===== config.mk =====
export PLATFORM = sky130hd
export DESIGN_NAME = temp_limit_monitor
export DESIGN_NICKNAME = d
export VERILOG_FILES = /design/src/rtl/tlm_pkg.sv /design/src/rtl/tlm_datapath.sv /design/src/rtl/tlm_control.sv /design/src/rtl/temp_limit_monitor.sv
export SDC_FILE = /design/constraint.sdc
export NUM_CORES = 1
export LEC_CHECK = 0
export BUFFER_PORTS_ARGS = -buffer_cell sky130_fd_sc_hd__buf_2
export CAP_MARGIN = 20
export CORE_AREA = 2 2 97 99
export DETAILED_ROUTE_END_ITERATION = 8
export DIE_AREA = 0 0 99 101
export GPL_ROUTABILITY_DRIVEN = 0
export HOLD_SLACK_MARGIN = 0.12
export PLACE_DENSITY_LB_ADDON = 0.1
export SETUP_SLACK_MARGIN = 0.05
export SYNTH_ARGS = -nofsm -noshare
export SYNTH_HDL_FRONTEND = slang
export SYNTH_SLANG_ARGS = --single-unit

===== constraint.sdc =====
create_clock -name clk -period 5.1 [get_ports clk]
set_clock_uncertainty 0.05 [all_clocks]
set_input_delay 1.275 -clock clk [delete_from_list [all_inputs] [get_ports clk]]
set_output_delay 1.275 -clock clk [all_outputs]
set_load 0.05 [all_outputs]

===== src/rtl/tlm_pkg.sv =====
package tlm_pkg;
  typedef enum logic [2:0] {
    W_CAP   = 3'd0,
    W_CFG   = 3'd1,
    W_UPPER = 3'd2,
    W_LOWER = 3'd3,
    W_CRIT  = 3'd4,
    W_VALUE = 3'd5,
    W_ID    = 3'd6,
    W_RSVD  = 3'd7
  } word_sel_e;

  typedef struct packed {
    logic capture;
    logic wrCfg;
    logic wrUpper;
    logic wrLower;
    logic wrCrit;
  } tlm_strobe_t;

  localparam int CFG_EN_BIT   = 0;
  localparam int CFG_MODE_BIT = 1;
  localparam int CFG_POL_BIT  = 2;
  localparam int CFG_CLR_BIT  = 3;
  localparam int CFG_SHDN_BIT = 8;
endpackage


===== src/rtl/tlm_datapath.sv =====
module tlm_datapath
  import tlm_pkg::*;
#(
  parameter int SAMPLE_W = 13,
  parameter int REG_W    = 16,
  parameter int LIM_DROP = 2,
  parameter logic [REG_W-1:0] CAP_WORD = 16'h0001,
  parameter logic [REG_W-1:0] ID_WORD  = 16'h0C00
) (
  input  logic                clk,
  input  logic                rst_n,
  input  tlm_strobe_t         stb,
  input  logic [2:0]          ptr,
  input  logic [SAMPLE_W-1:0] convSample,
  input  logic [REG_W-1:0]    dataIn,
  output logic [REG_W-1:0]    dataOut,
  output logic [REG_W-1:0]    cfgWord,
  output logic [2:0]          trips,
  output logic                nextAny
);
  localparam logic [REG_W-1:0] SAMPLE_MASK = REG_W'((1 << SAMPLE_W) - 1);
  localparam logic [REG_W-1:0] LIM_MASK =
    SAMPLE_MASK & ~REG_W'((1 << LIM_DROP) - 1);
  localparam logic [REG_W-1:0] CFG_MASK =
    REG_W'((1 << CFG_EN_BIT) | (1 << CFG_MODE_BIT) | (1 << CFG_POL_BIT) | (1 << CFG_SHDN_BIT));

  logic [REG_W-1:0] cfgReg, upperReg, lowerReg, critReg, valueReg;
  logic             overCrit, overUpper, underLower;
  logic signed [SAMPLE_W-1:0] sSample, sUpper, sLower, sCrit;

  assign sSample = $signed(convSample);
  assign sUpper  = $signed(upperReg[SAMPLE_W-1:0]);
  assign sLower  = $signed(lowerReg[SAMPLE_W-1:0]);
  assign sCrit   = $signed(critReg[SAMPLE_W-1:0]);

  assign overCrit   = sSample > sCrit;
  assign overUpper  = sSample > sUpper;
  assign underLower = sSample < sLower;
  assign nextAny    = overCrit | overUpper | underLower;

  always_ff @(posedge clk) begin
    if (!rst_n) begin
      cfgReg   <= '0;
      upperReg <= '0;
      lowerReg <= '0;
      critReg  <= '0;
      valueReg <= '0;
    end else begin
      if (stb.wrCfg)   cfgReg   <= dataIn & CFG_MASK;
      if (stb.wrUpper) upperReg <= dataIn & LIM_MASK;
      if (stb.wrLower) lowerReg <= dataIn & LIM_MASK;
      if (stb.wrCrit)  critReg  <= dataIn & LIM_MASK;
      if (stb.capture) begin
        valueReg <= '0;
        valueReg[SAMPLE_W-1:0] <= convSample;
        valueReg[REG_W-1]      <= overCrit;
        valueReg[REG_W-2]      <= overUpper;
        valueReg[REG_W-3]      <= underLower;
      end
    end
  end

  assign cfgWord = cfgReg;
  assign trips   = valueReg[REG_W-1:REG_W-3];

  always_comb begin
    case (word_sel_e'(ptr))
      W_CAP:   dataOut = CAP_WORD;
      W_CFG:   dataOut = cfgReg;
      W_UPPER: dataOut = upperReg;
      W_LOWER: dataOut = lowerReg;
      W_CRIT:  dataOut = critReg;
      W_VALUE: dataOut = valueReg;
      W_ID:    dataOut = ID_WORD;
      default: dataOut = '0;
    endcase
  end

  // a capture lands the reading in the low bits
  a_r3_capture_lands: assert property (@(posedge clk) disable iff (!rst_n)
    stb.capture |=> valueReg[SAMPLE_W-1:0] == $past(convSample));
  // no capture, no change
  a_r4_value_frozen: assert property (@(posedge clk) disable iff (!rst_n)
    !stb.capture |=> $stable(valueReg));
  // shutdown blocks control's capture strobe
  a_r8_shutdown_blocks: assert property (@(posedge clk) disable iff (!rst_n)
    cfgReg[CFG_SHDN_BIT] |-> !stb.capture);
endmodule


===== src/rtl/tlm_control.sv =====
module tlm_control
  import tlm_pkg::*;
#(
  parameter int REG_W = 16
) (
  input  logic             clk,
  input  logic             rst_n,
  input  logic             convDone,
  input  logic             ptrWrEn,
  input  logic [2:0]       ptrIn,
  input  logic             dataWrEn,
  input  logic [REG_W-1:0] dataIn,
  input  logic [REG_W-1:0] cfgWord,
  input  logic [2:0]       trips,
  input  logic             nextAny,
  output tlm_strobe_t      stb,
  output logic [2:0]       ptr,
  output logic             eventOut
);
  logic [2:0] ptrReg;
  logic       latched, clrReq, active;
  logic       cfgEn, cfgLatchMode, cfgPolHigh, cfgShdn;

  assign cfgEn        = cfgWord[CFG_EN_BIT];
  assign cfgLatchMode = cfgWord[CFG_MODE_BIT];
  assign cfgPolHigh   = cfgWord[CFG_POL_BIT];
  assign cfgShdn      = cfgWord[CFG_SHDN_BIT];

  always_ff @(posedge clk) begin
    if (!rst_n)       ptrReg <= 3'd0;
    else if (ptrWrEn) ptrReg <= ptrIn;
  end
  assign ptr = ptrReg;

  always_comb begin
    stb         = '0;
    stb.capture = convDone & ~cfgShdn;
    if (dataWrEn) begin
      case (word_sel_e'(ptrReg))
        W_CFG:   stb.wrCfg   = 1'b1;
        W_UPPER: stb.wrUpper = 1'b1;
        W_LOWER: stb.wrLower = 1'b1;
        W_CRIT:  stb.wrCrit  = 1'b1;
        default: ;
      endcase
    end
  end

  assign clrReq = stb.wrCfg & dataIn[CFG_CLR_BIT];

  always_ff @(posedge clk) begin
    if (!rst_n)
      latched <= 1'b0;
    else if (stb.capture & cfgEn & cfgLatchMode & nextAny)
      latched <= 1'b1;
    else if (clrReq)
      latched <= 1'b0;
  end

  assign active   = cfgEn & (cfgLatchMode ? latched : |trips);
  assign eventOut = cfgPolHigh ? active : ~active;

  // latch persists until a clear request
  a_r10_latch_holds: assert property (@(posedge clk) disable iff (!rst_n)
    latched && !clrReq |=> latched);
  // alert can only move after a capture or a configuration write
  a_r9_alert_quiet: assert property (@(posedge clk) disable iff (!rst_n)
    !stb.capture && !stb.wrCfg |=> $stable(eventOut));
endmodule


===== src/rtl/temp_limit_monitor.sv =====
module temp_limit_monitor
  import tlm_pkg::*;
#(
  parameter int SAMPLE_W = 13,
  parameter int REG_W    = 16,
  parameter int LIM_DROP = 2,
  parameter logic [REG_W-1:0] CAP_WORD = 16'h0001,
  parameter logic [REG_W-1:0] ID_WORD  = 16'h0C00
) (
  input  logic                clk,
  input  logic                rst_n,
  input  logic                convDone,
  input  logic [SAMPLE_W-1:0] convSample,
  input  logic                ptrWrEn,
  input  logic [2:0]          ptrIn,
  input  logic                dataWrEn,
  input  logic [REG_W-1:0]    dataIn,
  output logic [REG_W-1:0]    dataOut,
  output logic                eventOut
);
  tlm_strobe_t      stb;
  logic [2:0]       ptr;
  logic [REG_W-1:0] cfgWord;
  logic [2:0]       trips;
  logic             nextAny;

  tlm_control #(.REG_W(REG_W)) u_ctrl (
    .clk(clk), .rst_n(rst_n), .convDone(convDone),
    .ptrWrEn(ptrWrEn), .ptrIn(ptrIn), .dataWrEn(dataWrEn), .dataIn(dataIn),
    .cfgWord(cfgWord), .trips(trips), .nextAny(nextAny),
    .stb(stb), .ptr(ptr), .eventOut(eventOut)
  );

  tlm_datapath #(
    .SAMPLE_W(SAMPLE_W), .REG_W(REG_W), .LIM_DROP(LIM_DROP),
    .CAP_WORD(CAP_WORD), .ID_WORD(ID_WORD)
  ) u_dp (
    .clk(clk), .rst_n(rst_n), .stb(stb), .ptr(ptr),
    .convSample(convSample), .dataIn(dataIn), .dataOut(dataOut),
    .cfgWord(cfgWord), .trips(trips), .nextAny(nextAny)
  );
endmodule


After elaboration in Yosys (flattened, before gate mapping) --
Index checks and enable logic that the tools add are counted.
Cells by class: magnitude comparators 3, equal/unequal tests 6, muxes and demuxes 10, bitwise operators 10, reduce and logical (&&, ||, !) cells 3
Operator list (count):
- $pmux 16 s7 | 1
- $gt 13x13->1 | 2
- $lt 13x13->1 | 1
- $eq 3x3->1 const B | 3
- $mux 1 | 8
- $and 1x1->1 | 6
- $eq 3x2->1 const B | 2
- $mux 4 | 1
- $eq 3x1->1 const B | 1
- $logic_not 3->1 | 1
- $reduce_or 3->1 | 1
- $not 1->1 | 2
- $or 1x1->1 | 2
- $reduce_bool 2->1 | 1
Word-level totals: flip-flop bits (word level) 57, output and inout port bits 17, word-level logic and storage cells 39

Logic depth before layout (Yosys ltp) --
depth in word-level cells 6, gate-level depth with buffers 7, mapped depth without buffers 7

Modules after synthesis --
From an unflattened synthesis, not the netlist that was laid out.
Second synthesis, totals: cell total of the unflattened synthesis 390, area total of the unflattened synthesis 3555.9 µm²
By module, submodules not included:
- tlm_datapath | instances 1, cells an instance 368, area an instance 3319.4 µm², seq. area each 1061.0 µm²
- tlm_control | instances 1, cells an instance 22, area an instance 236.5 µm², seq. area each 80.1 µm²

Worst setup path before layout --
No wires, ideal clock.
path kind register -> output, from reg u_ctrl.ptrReg[0], in the netlist u_ctrl.ptr[0], to out dataOut[10], data arrival time 1.795 ns, path slack 1.980 ns, stages on the path, launching flop included 5, path buffers 2, cells stage by stage dfxtp_1 buf_2 buf_2 mux2i_1 o21ai_0
Between the ends: cells in the longest elaborated chain, start to end 2, elaborated cells on any way between the ends 8, those cells by class eq/ne (6); mux (1); reduce/logical (1)
RTL lines:
- from (decl) | RTL line tlm_control.sv:20 | logic [2:0] ptrReg;
- from (signal assigned) | RTL line tlm_control.sv:31 | else if (ptrWrEn) ptrReg <= ptrIn;
- $eq 3x3->1 (tied with other cells) | RTL line tlm_datapath.sv:67 | case (word_sel_e'(ptr))
- $pmux 16 s7 (*) | RTL line tlm_datapath.sv:67
- to (decl) | RTL line temp_limit_monitor.sv:18 | output logic [REG_W-1:0] dataOut,
Mark *: on every way between the ends. The rest lies on a longest branch, timed or not.

Worst setup path in the final report --
from reg u_ctrl.ptrReg[2], in the netlist u_ctrl.ptr[2], to out dataOut[5]
The elaborated chain is that of the path after synthesis.

==> parameters.txt <==
Parameter                              Value

Pwr
  Largest voltage drop on the vdd net ... between 0.1 and 0.15 mV
  Leakage ... about 1.5 nW
  Power per unit of standard cell area ... between 200 and 300 nW/µm²
  PnR Total Power ... 1.071 mW

Logic synthesis
  Syn Std Cell Area ... 3289 µm²
  Cell types with the largest area share after synthesis ... dfxtp_1 35%, ha_1 12%, nand2_1 12%
  Number of enable flip-flop cells after synthesis ... 0
  Library cell with the largest summed area after synthesis ... dfxtp_1
  Synthesis Warnings ... 0
  Flip-flop cell with the highest count after synthesis ... dfxtp_1
  Average cell area after synthesis ... 7.597 µm²
  Ys async rst share ... 0%
  Mapped Cells ... 433
  Seq cells post-synth ... 57
  Post-Syn Nets ... roughly 500
  Area share of the largest cell type after synthesis ... 34.69%
  Sequential-to-total area share from yosys stat ... a little over a third
  Count of unique library cells instantiated by Yosys ... 37

Worst setup path
  Worst endpoint data arrival time ... between 2000 and 2500 ps
  CP Capture Type ... primary output
  Highest net fanout along the worst path ... 18
  Required time worst endpoint ... around 3800 ps
  Startpoint types ... flop
  WS Path Type ... reg -> out

Die
  Placeable core region ... 8977 µm²
  I/O pin total ... between 50 and 60
  Die Ht ... 101 µm
  Effective utilization at floorplan ... roughly 37%
  Horizontal extent of the die ... around 100 µm
  Number of rows created at floorplan ... 35
  Die Footprint ... between 9000 and 10000 µm²

Clock network
  Cts hold-fix bufs ... 0
  Insertion delay of the later-clocked pin in the worst-skew pair ... about 340 ps
  Register clock-pin slew on the reported worst setup and hold paths ... about 70 ps
  Number of buffers inserted to repair setup after CTS ... 0
  Number of H-tree branching levels ... 3
  Post-cts gate resize count ... 0
  Clock sink count ... 57
  Clock buffer count from CTS ... 9
  Cell at the root of the clock tree ... clkbuf_8
  Maximum buffer depth of the clock tree ... 2
  TritonCTS clock tree ... done

STA
  Top achievable clock speed ... between 0.2 and 0.3 GHz
  Max-slew violation count ... 0
  Max-Slew Margin vs Limit ... approximately a third
  Final Setup Violations ... 0
  Worst hold slack across all endpoints ... just over 400 ps
  Final critical-path share of the clock period ... between 70% and 80%
  RSZ-0062 raised after global routing ... no
  Slack of the critical path ... between 1000 and 1500 ps
  Final-layout setup total negative slack ... 0 ps
  Post-layout min period ... between 3000 and 4000 ps
  Worst-Margin Slew ... just over 1000 ps
  Hold Fails Final Rpt ... 0

Routing
  Total Wirelength ... 9.661 mm
  TritonRoute pass-1 iters ... 4
  Remaining DRCs ... 0
  Via density ... about 5.2
  Drt initial violations ... ~130
  Vias after detailed routing ... between 3000 and 4000
  WL/cell ... 16.37 µm
  Remaining number of nets flagged by the antenna check after routing ... 0

Placement
  Worst setup slack before clock tree synthesis ... 1796 ps
  HPWL reported at the end of detailed placement ... between 7 and 8 mm
  Input/output buffers ... 50

Global route
  Sum of overflow across all layers after global routing ... 0
  Total routing resource utilization after global routing ... roughly a fifth
  Number of antenna violations at the first check in global routing ... 0
  Wire length of the first global-routing pass ... around 15 mm
  Maximum number of pins on one net before global-route repair ... 33
  Vias in the first global route ... 2927

Finish
  Most frequent cells in the layout ... 104 x nand2_1, 72 x a21oi_1, 57 x dfxtp_1
  Number of nets at the end of the flow ... approximately 540
  Share of cells above drive strength 1 ... 15.45%
  Commonest non-fill, non-tap cell in the layout ... nand2_1
  Area growth from synthesis to final layout ... 16.36%
  ANT cells ... 0

Hold path
  Path class of the lowest-slack min-delay path ... reg -> reg

Flow run
  Number of maximum-capacitance constraint violations ... 0

Status
  Result of the run ... finished clean
## logic make-up (layout without fill, tap and decap cells)
logic type,count (synthesis),in the layout,share of synthesized area [%]
AO/OA/AOI/OAI,113,113,20.77
flip-flops,57,57,34.69
XOR/XNOR,1,1,0.2663
adder cells (fa/ha/maj),32,32,12.17
AND/OR/NAND/NOR,157,157,20.84
multiplexers,12,12,3.652
buffers and inverters,61,107,7.608
## sequential cells by signal, indices dropped and copies added, names as in the netlist
| signal | flops |
|---|---|
| u_ctrl.latched | 1 |
| u_ctrl.ptr | 3 |
| u_dp.cfgWord | 4 |
| u_dp.critReg | 11 |
| u_dp.lowerReg | 11 |
| u_dp.upperReg | 11 |
| u_dp.valueReg | 16 |
## cell type report
cell class	count	area (µm²)
fillers	970	5150
multi-input cells	315	1898
flip-flops and latches	57	1141
repair buffers	57	322.8
clock buffers	12	155.1
well taps	111	138.9
inverters	35	131.4
clock inverters	3	40.04
## stage by stage
stage | area (µm²) | instances | utilization, %
3_3_place_gp | 3605 | 574 | 40.15
6_report | 3827 | 590 | 42.63
4_1_cts | 3800 | 589 | 42.33
5_1_grt | 3827 | 590 | 42.63
2_1_floorplan | 3289 | 433 | -
3_5_place_dp | 3605 | 574 | 40.15
## critical path, cell delays in order, from the launching register on
cell and delay [ps]:
dfxtp_1 740, and2b_1 610, a221oi_1 210, a21oi_1 170, buf_2 280
## synth_stat cells (2+ instances only)
library cell / instances
nand2_1: 104
a21oi_1: 72
dfxtp_1: 57
inv_1: 35
ha_1: 32
nor2_1: 16
buf_2: 14
mux2i_1: 12
clkbuf_1: 10
o21ai_0: 9
a221oi_1: 8
nand4_1: 7
nor2b_1: 7
a21o_1: 6
a22oi_1: 6
nand3_1: 6
and3_1: 4
nand3b_1: 3
a211o_1: 2
a211oi_1: 2
nand2b_1: 2
o221ai_2: 2
o311ai_0: 2
or4_1: 2
## path summary, 6_finish.rpt
path | start | to | slack, ps | depth (start not counted)
setup reg to reg | u_ctrl.ptr[2]$_SDFFE_PN0P_ | u_dp.critReg[7]$_SDFFE_PN0P_ | 2730 | 4
setup / recovery | u_ctrl.ptr[2]$_SDFFE_PN0P_ | dataOut[5] | 1410 | 4
hold reg to reg | u_dp.valueReg[1]$_SDFFE_PN0P_ | u_dp.valueReg[1]$_SDFFE_PN0P_ | 400 | 2
hold / removal | u_dp.valueReg[1]$_SDFFE_PN0P_ | u_dp.valueReg[1]$_SDFFE_PN0P_ | 400 | 2
## power by group
group | internal (mW) | switching [mW] | total, mW
Clock | 0.248 | 0.180 | 0.428
Sequential | 0.460 | 0.0147 | 0.475
Combinational | 0.0592 | 0.109 | 0.168
## layer usage
layer	vias to the layer above	share of wire [%]	GRT usage [%]	wire (µm)
met3	8	4.6	4.092	446
met4	0	0.94	5.901	91
met1	1434	48	27.45	4656
met5	-	0	0	0
li1	1571	-	-	-
met2	76	46	31.19	4467
No activity file was read; power rests on OpenSTA's default activity.
